$ cat config.mk
export PLATFORM = sky130hd
export DESIGN_NAME = conv_timer
export DESIGN_NICKNAME = d
export VERILOG_FILES = /design/src/rtl/conv_timer.sv
export SDC_FILE = /design/constraint.sdc
export NUM_CORES = 1
export LEC_CHECK = 0
export BUFFER_PORTS_ARGS = -buffer_cell sky130_fd_sc_hd__buf_4
export CORE_ASPECT_RATIO = 1.2
export CORE_UTILIZATION = 34
export CTS_CLUSTER_SIZE = 14
export DETAILED_ROUTE_END_ITERATION = 12
export SLEW_MARGIN = 20
export SYNTH_ARGS = -nofsm -noshare
export SYNTH_HDL_FRONTEND = slang
export SYNTH_SLANG_ARGS = --single-unit
$ cat constraint.sdc
create_clock -name clk -period 4.99 [get_ports clk]
set_input_delay 0.2495 -clock clk [delete_from_list [all_inputs] [get_ports clk]]
set_output_delay 0.2495 -clock clk [all_outputs]
set_load 0.05 [all_outputs]
$ cat src/rtl/conv_timer.sv
module conv_timer #(
  parameter int MOD_LOG2   = 7,
  parameter int FRAME_MODS = 1280,
  parameter int GUARD      = 4
) (
  input  logic       clk,
  input  logic       rst_n,
  input  logic       speed_sel,
  input  logic [1:0] rate_sel,
  input  logic       sync_req,
  input  logic       cal_short_req,
  input  logic       cal_full_req,
  input  logic       sleep_req,
  input  logic       wake_req,
  input  logic       read_done,
  output logic       mod_tick,
  output logic       period_tick,
  output logic       load_pulse,
  output logic       drdy_n,
  output logic       cal_busy
);
  localparam int MOD_LEN  = 1 << MOD_LOG2;
  localparam int BASE_LEN = FRAME_MODS * MOD_LEN;
  localparam int CW       = $clog2(BASE_LEN * 8) + 1;

  logic [CW-1:0] ph, plen, mmask;
  logic [2:0]    shamt, cal_left;
  logic [1:0]    dr_eff;
  logic          asleep, discard, last, guard;

  assign dr_eff = (rate_sel == 2'd3) ? 2'd2 : rate_sel;
  assign shamt  = {1'b0, dr_eff} + {2'b00, speed_sel};
  assign plen   = CW'(BASE_LEN) << shamt;
  assign mmask  = (CW'(MOD_LEN) << speed_sel) - CW'(1);
  assign last   = ph >= plen - CW'(1);
  assign guard  = (ph + CW'(GUARD + 1)) >= plen;

  assign mod_tick    = !asleep && ((ph & mmask) == mmask);
  assign period_tick = !asleep && last;
  assign load_pulse  = period_tick && (cal_left == 3'd0) && !discard;
  assign cal_busy    = cal_left != 3'd0;

  always_ff @(posedge clk) begin
    if (!rst_n) begin
      ph       <= '0;
      asleep   <= 1'b0;
      cal_left <= 3'd0;
      discard  <= 1'b0;
      drdy_n   <= 1'b1;
    end else if (asleep) begin
      if (wake_req) begin
        asleep <= 1'b0;
        ph     <= '0;
      end
    end else if (sleep_req) begin
      asleep <= 1'b1;
      drdy_n <= 1'b1;
    end else if (cal_full_req || cal_short_req) begin
      cal_left <= cal_full_req ? 3'd4 : 3'd2;
      ph       <= '0;
      discard  <= 1'b0;
      drdy_n   <= 1'b1;
    end else begin
      ph <= (last || sync_req) ? '0 : ph + CW'(1);
      if (last) begin
        if (cal_left == 3'd1) begin
          cal_left <= 3'd0;
          discard  <= 1'b1;
          drdy_n   <= 1'b0;
        end else if (cal_left != 3'd0) begin
          cal_left <= cal_left - 3'd1;
          drdy_n   <= 1'b1;
        end else if (discard) begin
          discard <= 1'b0;
          drdy_n  <= 1'b1;
        end else begin
          drdy_n <= 1'b0;
        end
      end else if (guard || read_done) begin
        drdy_n <= 1'b1;
      end
    end
  end

  a_r5_load_then_low: assert property (@(posedge clk) disable iff (!rst_n)
    (load_pulse && !sleep_req && !cal_short_req && !cal_full_req) |=> !drdy_n);

  a_r5_read_raises: assert property (@(posedge clk) disable iff (!rst_n)
    (read_done && !period_tick) |=> drdy_n);

  a_r8_fall_cause: assert property (@(posedge clk) disable iff (!rst_n)
    $fell(drdy_n) |-> ($past(load_pulse) || $past(cal_busy)));

  a_r9_cal_starts: assert property (@(posedge clk) disable iff (!rst_n)
    (cal_full_req && !asleep && !sleep_req) |=> cal_busy);

  a_r10_sleep_quiet: assert property (@(posedge clk) disable iff (!rst_n)
    (sleep_req && !asleep) |=> (drdy_n && !mod_tick && !period_tick));
endmodule

Word-level counts from Yosys, hierarchy flattened
Cells that the tools add are included.
Storage, ports and cells
  flip-flop bits (word level): 28
  bits of input ports: 11
  output and inout bits: 5
Cells by class
  add/sub/neg operators: 6
  magnitude comparators: 2
  equal/unequal tests: 6
  shifts and indexed selects: 2
  muxes and demuxes: 25
  bitwise logic cells: 3
  reductions and logical operators: 18
Operators with widths (number)
  two-way mux 22 bit: 5
  greater-or-equal comparator 22 bit: 2
  adder 22 x 1 -> 22 bit (second input constant): 1
  adder 22 x 3 -> 22 bit (second input constant): 1
  AND 22 bit: 1
  equality test 22 bit: 1
  << shifter 18 x 3 -> 22 bit (first input constant): 1
  << shifter 8 x 1 -> 22 bit (first input constant): 1
  subtractor 22 x 1 -> 22 bit (second input constant): 1
  subtractor 22 x 2 -> 22 bit (second input constant): 1
  two-way mux 3 bit: 5
  two-way mux 1 bit: 14
  AND reduction 4 bit: 2
  nonzero test 3 bit: 2
  logical AND 1 bit: 4
  AND reduction 2 bit: 2
  nonzero test 4 bit: 1
  adder 2 x 1 -> 3 bit: 1
  equality test 3 x 1 -> 1 bit (second input constant): 1
  zero test 3 bit: 1
  logical OR 1 bit: 3
  != test 3 x 1 -> 1 bit (second input constant): 1
  subtractor 3 x 1 -> 3 bit (second input constant): 1
  equality test 2 bit (second input constant): 1
  6 further kinds: 8

Logic depth before layout (Yosys ltp)
Gate-level depths: netlist (run 1).
  depth in word-level cells: 11
  mapped depth: 19
  depth with buffers taken out: 16

Least setup slack after synthesis (run 1)
OpenSTA, ideal clock, no wires.
  path kind: input to output
  start: in rate_sel[0]
  end: out load_pulse
  data arrival time: 4.023 ns
  setup slack: 0.717 ns
  stages on the path: 15
  buffers on the path: 1
  cell sequence: nor2b_1 ha_1 ha_1 clkbuf_1 nand2b_1 or2_2 ha_1 o21ai_0 a21oi_1 ha_1 nand4_1 nor2_1 and3_4 nor2_1 nor4_1
Between the ends
  longest elaborated chain between the ends: 9
Ends and longest elaborated chain
  from (decl): line 9  | input logic [1:0] rate_sel,
  equality test 2 bit: line 31  | assign dr_eff = (rate_sel == 2'd3) ? 2'd2 : rate_sel;
  two-way mux 2 bit *: line 31
  adder 2 x 1 -> 3 bit *: line 32  | assign shamt = {1'b0, dr_eff} + {2'b00, speed_sel};
  << shifter 18 x 3 -> 22 bit *: line 33  | assign plen = CW'(BASE_LEN) << shamt;
  subtractor 22 x 1 -> 22 bit *: line 35  | assign last = ph >= plen - CW'(1);
  greater-or-equal comparator 22 bit *: line 35
  logical AND 1 bit *: line 39  | assign period_tick = !asleep && last;
  logical AND 1 bit * (2 in series): line 40  | assign load_pulse = period_tick && (cal_left == 3'd0) && !discard;
  to (decl): line 18  | output logic load_pulse,
Every way passes the cells marked *; elsewhere a longest branch is shown, timed or not.

Worst setup path in the final report (run 1)
  start: in rate_sel[0]
  end: reg ph[11]
Between the ends
  longest elaborated chain between the ends: 11
Ends and longest elaborated chain
  equality test 2 bit: line 31
  two-way mux 2 bit *: line 31
  adder 2 x 1 -> 3 bit *: line 32
  << shifter 18 x 3 -> 22 bit *: line 33
  subtractor 22 x 1 -> 22 bit *: line 35
  greater-or-equal comparator 22 bit *: line 35
  logical OR 1 bit *: line 64  | ph <= (last || sync_req) ? '0 : ph + CW'(1);
  two-way mux 22 bit *: line 64
  two-way mux 22 bit *: line 58  | end else if (cal_full_req || cal_short_req) begin
  two-way mux 22 bit *: line 55  | end else if (sleep_req) begin
  two-way mux 22 bit *: line 50  | end else if (asleep) begin
  to (signal assigned): line 64
  to (decl): line 26  | logic [CW-1:0] ph, plen, mmask;
Every way passes the cells marked *; elsewhere a longest branch is shown, timed or not. The select of a mux whose other input is x is not followed.
A chain may end at the register's enable or synchronous reset.

==> results.cfg, run 1 <==
[yosys]
syn-num-nets = 306
synth_compound_area_frac = 0.219
muxShareOfSynthArea = 0.0138
yosysTopAreaCell = dfxtp_1
synth_cell_type_count = 47
synth_common_cells = dfxtp_1 (28), nand2_1 (26), ha_1 (23)
synth_warnings = 0
syn_area_um2 = 2170
ys_ff_latch = 28
ys_seq_area_frac = 0.259
synthFlopType = dfxtp_1
synth-edff-count = 0
synthAdderAreaFrac = 0.133
yosys-top-cells-area = dfxtp_1 (26%), ha_1 (13%), nand2_1 (4.5%), nand3_1 (3.7%), o21ai_0 (3.7%)
synth_most_common_cell = dfxtp_1
synthArstFlopShare = 0
syn_inst = 272
synth-simple-area-share = 0.268
synth_top_family_by_area = simple AND/OR/NAND/NOR gates
synthXorXnorAreaFrac = 0.0525
avgSynthCellArea_um2 = 7.97
yosys.area.top_type_share = 0.259

[final_layout]
fin_util = 0.393
nNetsFinal = 315
drive_gt1_frac = 0.136
diodes = 0
syn_to_final_growth_pct = 10.5
design_area_um2 = 2400
stdcell_count = 362

[placed_design]
pre_cts_slack_ns = 0.901
dp_hpwl_um = 3650
place_area_um2 = 2320
gp_congestion = 0.800
port_buffers = 15
place_inst = 358

[pwr]
p_leak_nw = 0.951
total_power_mw = 0.493
p_sw_mw = 0.125
p_clk_frac = 0.367
swShare = 0.253
pwr-share-comb = 0.166
peakVddDrop_v = 0.000129
p_seq_frac = 0.467
power.density_nw_per_um2 = 206
intPower_mw = 0.368

[critical_path]
reg2reg_to = drdy_n
crit_path_start = rate_sel[0]
crit_end = ph[11]
worstSetupPathType = in2reg
reg2reg_depth = 11
rrSetupSlack_ns = 2.19
critPathArrivalTime_ns = 4.00
rr_startpoint = ph[10]
endpoint_kind = flip-flop
worst_setup_path_start_kind = input port
worstPathMaxFanout = 18
critPathRequiredTime_ns = 5.21

[sta]
period_share = 0.757
setup_tns_ns = 0
final_max_slew_viol_count = 0
holdWs_ns = 0.205
period_needed_ns = 3.78
setup_viol = 0
slew_headroom = 0.470
rsz0062_at_grt = false
setup_ws_ns = 1.21
fin_skew_ns = 0.00925
worstMarginPinSlew_ns = 0.793
final_hold_viol_count = 0
fmax_mhz = 265

[cts]
cts_tree = built
cts_root_buf = clkbuf_8
cts_post_setup_buffers_inserted = 0
postCtsHoldBufs = 0
clock_sinks = 28
cts_max_path_buffers = 2
htree_num_levels = 1
clkTransAtPathRegs_ns = 0.10
worstSkewPairLatency_ns = 0.28
cts_resized = 0
cts-buffers-inserted = 3

[detailed_routing]
wl_per_cell_um = 13.2
routed_wl_um = 4760
drc = 0
first_pass_iters = 4
antenna_left = 0
vias_per_cell = 5.23
drt-initial-drc-count = 82
vias = 1893

[global_route]
grt_usage = 0.153
grt_max_degree = 19
grt-ovfl-total = 0
antenna_found_initial = 0
grt_pass1_wl_um = 8020
grt_pass1_vias = 1730

[flow_run]
maxCapViolations = 0

[min_path]
min_path_type = in2reg

[die]
coreArea_um2 = 6090
start_util = 0.356
num_rows = 31
die_width_um = 74.9
fp.dieH_um = 89.5
die_area_um2 = 6700
io_pins = 16

[run_status]
status = finished clean
-- state kept, by name, summed over array words and instances (netlist names) --
name,count
ph,22
cal_left,3
asleep,1
discard,1
drdy_n,1
-- kinds of logic (layout without fill, tap and decap cells) --
| family | after synthesis | after routing |
|---|---|---|
| and+or+nand+nor | 110 | 110 |
| AOI/OAI and AO/OA | 70 | 70 |
| DFF | 28 | 28 |
| buffers and inverters | 25 | 33 |
| adders and majority gates | 23 | 23 |
| xor gates and xnor gates | 13 | 13 |
| muxes | 3 | 3 |
-- power by group through the flow --
stage | registers [mW] | logic (mW) | clock network, mW
2_1_floorplan | 0.234 | 0.0607 | 0
3_3_place_gp | 0.236 | 0.0816 | 0
3_5_place_dp | 0.236 | 0.0820 | 0
4_1_cts | 0.231 | 0.0827 | 0.186
5_1_grt | 0.231 | 0.0932 | 0.196
6_report | 0.230 | 0.0818 | 0.181
-- placed cells by master (no fill, tap or decap), types with 2 or more instances in the layout --
cell      count
a21oi_1      14
a41oi_1       3
nor3_1        6
nand2_1      26
nand4_1       3
mux2i_1       3
nor2b_1       2
dfxtp_1      28
o211ai_1      2
xor2_1        7
nand3_1      16
xnor2_1       6
or2_2         4
or3_1         3
and2_1        3
clkbuf_8      3
o21ai_1       2
and3_4        3
a31oi_1      10
o21ai_0      16
inv_1        12
o21a_1        7
buf_4        16
nor4_1        4
nor2_1       21
o211ai_2      4
nand2b_1      5
ha_1         23
and3_1        7
a22o_1        3
-- worst min path at each step --
stage	slack, ns	cells past startpoint	endpoint	startpoint
final	0.21	2	drdy_n	rst_n
after global routing	0.22	2	drdy_n	rst_n
after CTS	0.20	2	drdy_n	rst_n
after detailed placement	0.46	2	cal_left[1]	cal_left[1]
after global placement	0.45	2	cal_left[1]	cal_left[1]
after floorplan	0.33	1	drdy_n	rst_n
-- per-layer routing --
metal | global-route usage | vias to the layer above | wire length, um
met5 | 0 | - | 0
met3 | 0.0271 | 4 | 160
met1 | 0.197 | 865 | 2300
met4 | 0.0309 | 0 | 46
met2 | 0.266 | 27 | 2260
li1 | - | 997 | -
-- cell type report --
cell class	count	area (um^2)
fill	637	3690
multi-input combinational	219	1490
sequential	28	561
timing repair buffer	16	120
tap	82	103
inverter	13	48.8
clock buffer	3	41.3
clock inverter	1	30.0
-- worst max-delay path, cell delays in order --
cell	delay, ns
buf_4	0.11
nor2b_1	0.14
ha_1	0.18
ha_1	0.38
nor3_1	0.29
inv_1	0.11
ha_1	0.26
nand3_1	0.09
o21ai_0	0.07
a21oi_1	0.16
ha_1	0.25
nand4_1	0.12
a21oi_1	0.05
or3_4	0.38
or3_1	0.64
or3_1	0.44
o21ai_1	0.08
Power figures use the tool's default switching activity.
==> run 2, diff against run 1 <==
==> constraint.sdc (replaced) <==
create_clock -name clk -period 3.5 [get_ports clk]
set_input_delay 0.175 -clock clk [delete_from_list [all_inputs] [get_ports clk]]
set_output_delay 0.175 -clock clk [all_outputs]
set_load 0.05 [all_outputs]
==> run 2 against run 1 <==
Sequential share of layout area down 1.5 points. Global-route usage increased by 0.16 points. Wire length increased by 3.9%. Combinational power up 77%. Die area did not move. First-iteration DRC count decreased by 11%. Via count up 3.4%. Utilization up 2.7 points. Sequential power increased by 43%. Register-to-register slack got worse by 1.5 ns. Clock skew shrank 0.0068 ns.
==> results.cfg, run 2 (synthesis results as in run 1) <==
[run_status]
status = finished clean

[critical_path]
reg2reg_depth = 11
endpoint_kind = output port
rr_startpoint = ph[10]
worstPathMaxFanout = 5
worst_setup_path_start_kind = input port
critPathArrivalTime_ns = 3.10
rrSetupSlack_ns = 0.67
critPathRequiredTime_ns = 3.32
worstSetupPathType = in2out
reg2reg_to = drdy_n

[final_layout]
final_common_cell = buf_4
final_cell_mix = buf_4 (34), dfxtp_1 (28), nand2_1 (26)
top_regs = ph (22), cal_left (3)
largest-register = ph
syn_to_final_growth_pct = 18.0
drive_gt1_frac = 0.201
stdcell_count = 381
largest_reg_flops = 22
fill_cells = 634
diodes = 0
nNetsFinal = 335

[cts]
clkTransAtPathRegs_ns = 0.09
clock_sinks = 28
worstSkewPairLatency_ns = 0.27
postCtsHoldBufs = 0
cts_post_setup_buffers_inserted = 0
cts_root_buf = clkbuf_8
cts-buffers-inserted = 3
cts_max_path_buffers = 2
cts_tree = built
htree_num_levels = 1

[flow_run]
maxCapViolations = 0

[placed_design]
port_buffers = 15
place_inst = 378
dp_hpwl_um = 3910
pre_cts_slack_ns = -0.156
gp_congestion = 0.841

[global_route]
grt_pass1_vias = 1830
grt-ovfl-total = 0
grt_max_degree = 17
grt_pass1_wl_um = 8160
antenna_found_initial = 0
grt_usage = 0.155

[detailed_routing]
vias = 1958
routed_wl_um = 4950
drt-initial-drc-count = 73
drc = 0
wl_per_cell_um = 13.0
vias_per_cell = 5.14
first_pass_iters = 4
antenna_left = 0

[min_path]
min_path_type = in2reg
hold_start = rst_n
whs_path_depth = 2
min_to = drdy_n

[sta]
period_share = 0.935
period_needed_ns = 3.27
setup_ws_ns = 0.226
fmax_mhz = 305
setup_tns_ns = 0
worstMarginPinSlew_ns = 0.747
fin_skew_ns = 0.00247
slew_headroom = 0.498
setup_viol = 0
final_hold_viol_count = 0
final_max_slew_viol_count = 0

[die]
start_util = 0.356
io_pins = 16
die_area_um2 = 6700
num_rows = 31
fp.dieH_um = 89.5
die_width_um = 74.9
coreArea_um2 = 6090

[pwr]
peakVddDrop_v = 0.000171
p_leak_nw = 1.04
total_power_mw = 0.652
power.density_nw_per_um2 = 255
[run 2: what timing repair did]
item                                    4_1_cts  5_1_grt
gates resized for setup                       0        7
endpoints found under the setup margin        0       16
endpoints found under the hold margin         0        0
[run 2: how the worst max path moves through the flow]
stage                            from     endpoint  slack (ns)  cells past startpoint
after global routing      rate_sel[0]  period_tick       -0.01                     19
final                     rate_sel[0]   load_pulse        0.23                     19
after global placement    rate_sel[0]       ph[11]       -0.06                     18
after floorplan           rate_sel[0]       ph[16]        0.03                     18
after CTS                 rate_sel[0]  period_tick        0.07                     19
after detailed placement  rate_sel[0]       ph[16]       -0.16                     18
[run 2: where the power goes]
group          total [mW]  switching, mW  internal [mW]
Sequential          0.329        0.00613          0.323
Combinational       0.145         0.0762         0.0690
Clock               0.178          0.101         0.0773
Total               0.652          0.183          0.469
[run 2: layer usage]
layer  wire length [um]  global-route usage  share of wire
met1               2410               0.196           0.49
met2               2410               0.283           0.49
met3                107              0.0214          0.022
met4                 20              0.0206         0.0040
met5                  0                   0              0
[run 2: through the flow]
| step | utilization | hold slack (ns) | cell area (um^2) |
|---|---|---|---|
| after global placement | 0.409 | 0.421 | 2490 |
| after CTS | 0.416 | 0.138 | 2530 |
| final | 0.420 | 0.143 | 2560 |
| after floorplan | - | 0.251 | 2180 |
| after global routing | 0.420 | 0.168 | 2560 |
| after detailed placement | 0.409 | 0.426 | 2490 |
[run 2: area by class of cell]
cell class | instances | area [um^2] | area share
Multi-Input combinational cell | 219 | 1530 | 0.597
Tap cell | 82 | 103 | 0.0401
Timing Repair Buffer | 36 | 278 | 0.109
Clock buffer | 3 | 41.3 | 0.0161
Sequential cell | 28 | 561 | 0.219
Inverter | 13 | 48.8 | 0.0191
[run 2: worst max-delay path: stages]
cell and delay [ns]:
buf_4 0.10, nor2b_1 0.13, ha_1 0.18, ha_1 0.32
nor3_2 0.22, inv_1 0.11, ha_4 0.19, o21ai_1 0.12
a21oi_1 0.08, ha_1 0.29, nand4_1 0.11, buf_4 0.15
nor2_1 0.10, and3_4 0.19, buf_4 0.11, nor2_1 0.04
buf_4 0.15, nor4_4 0.14, buf_6 0.19
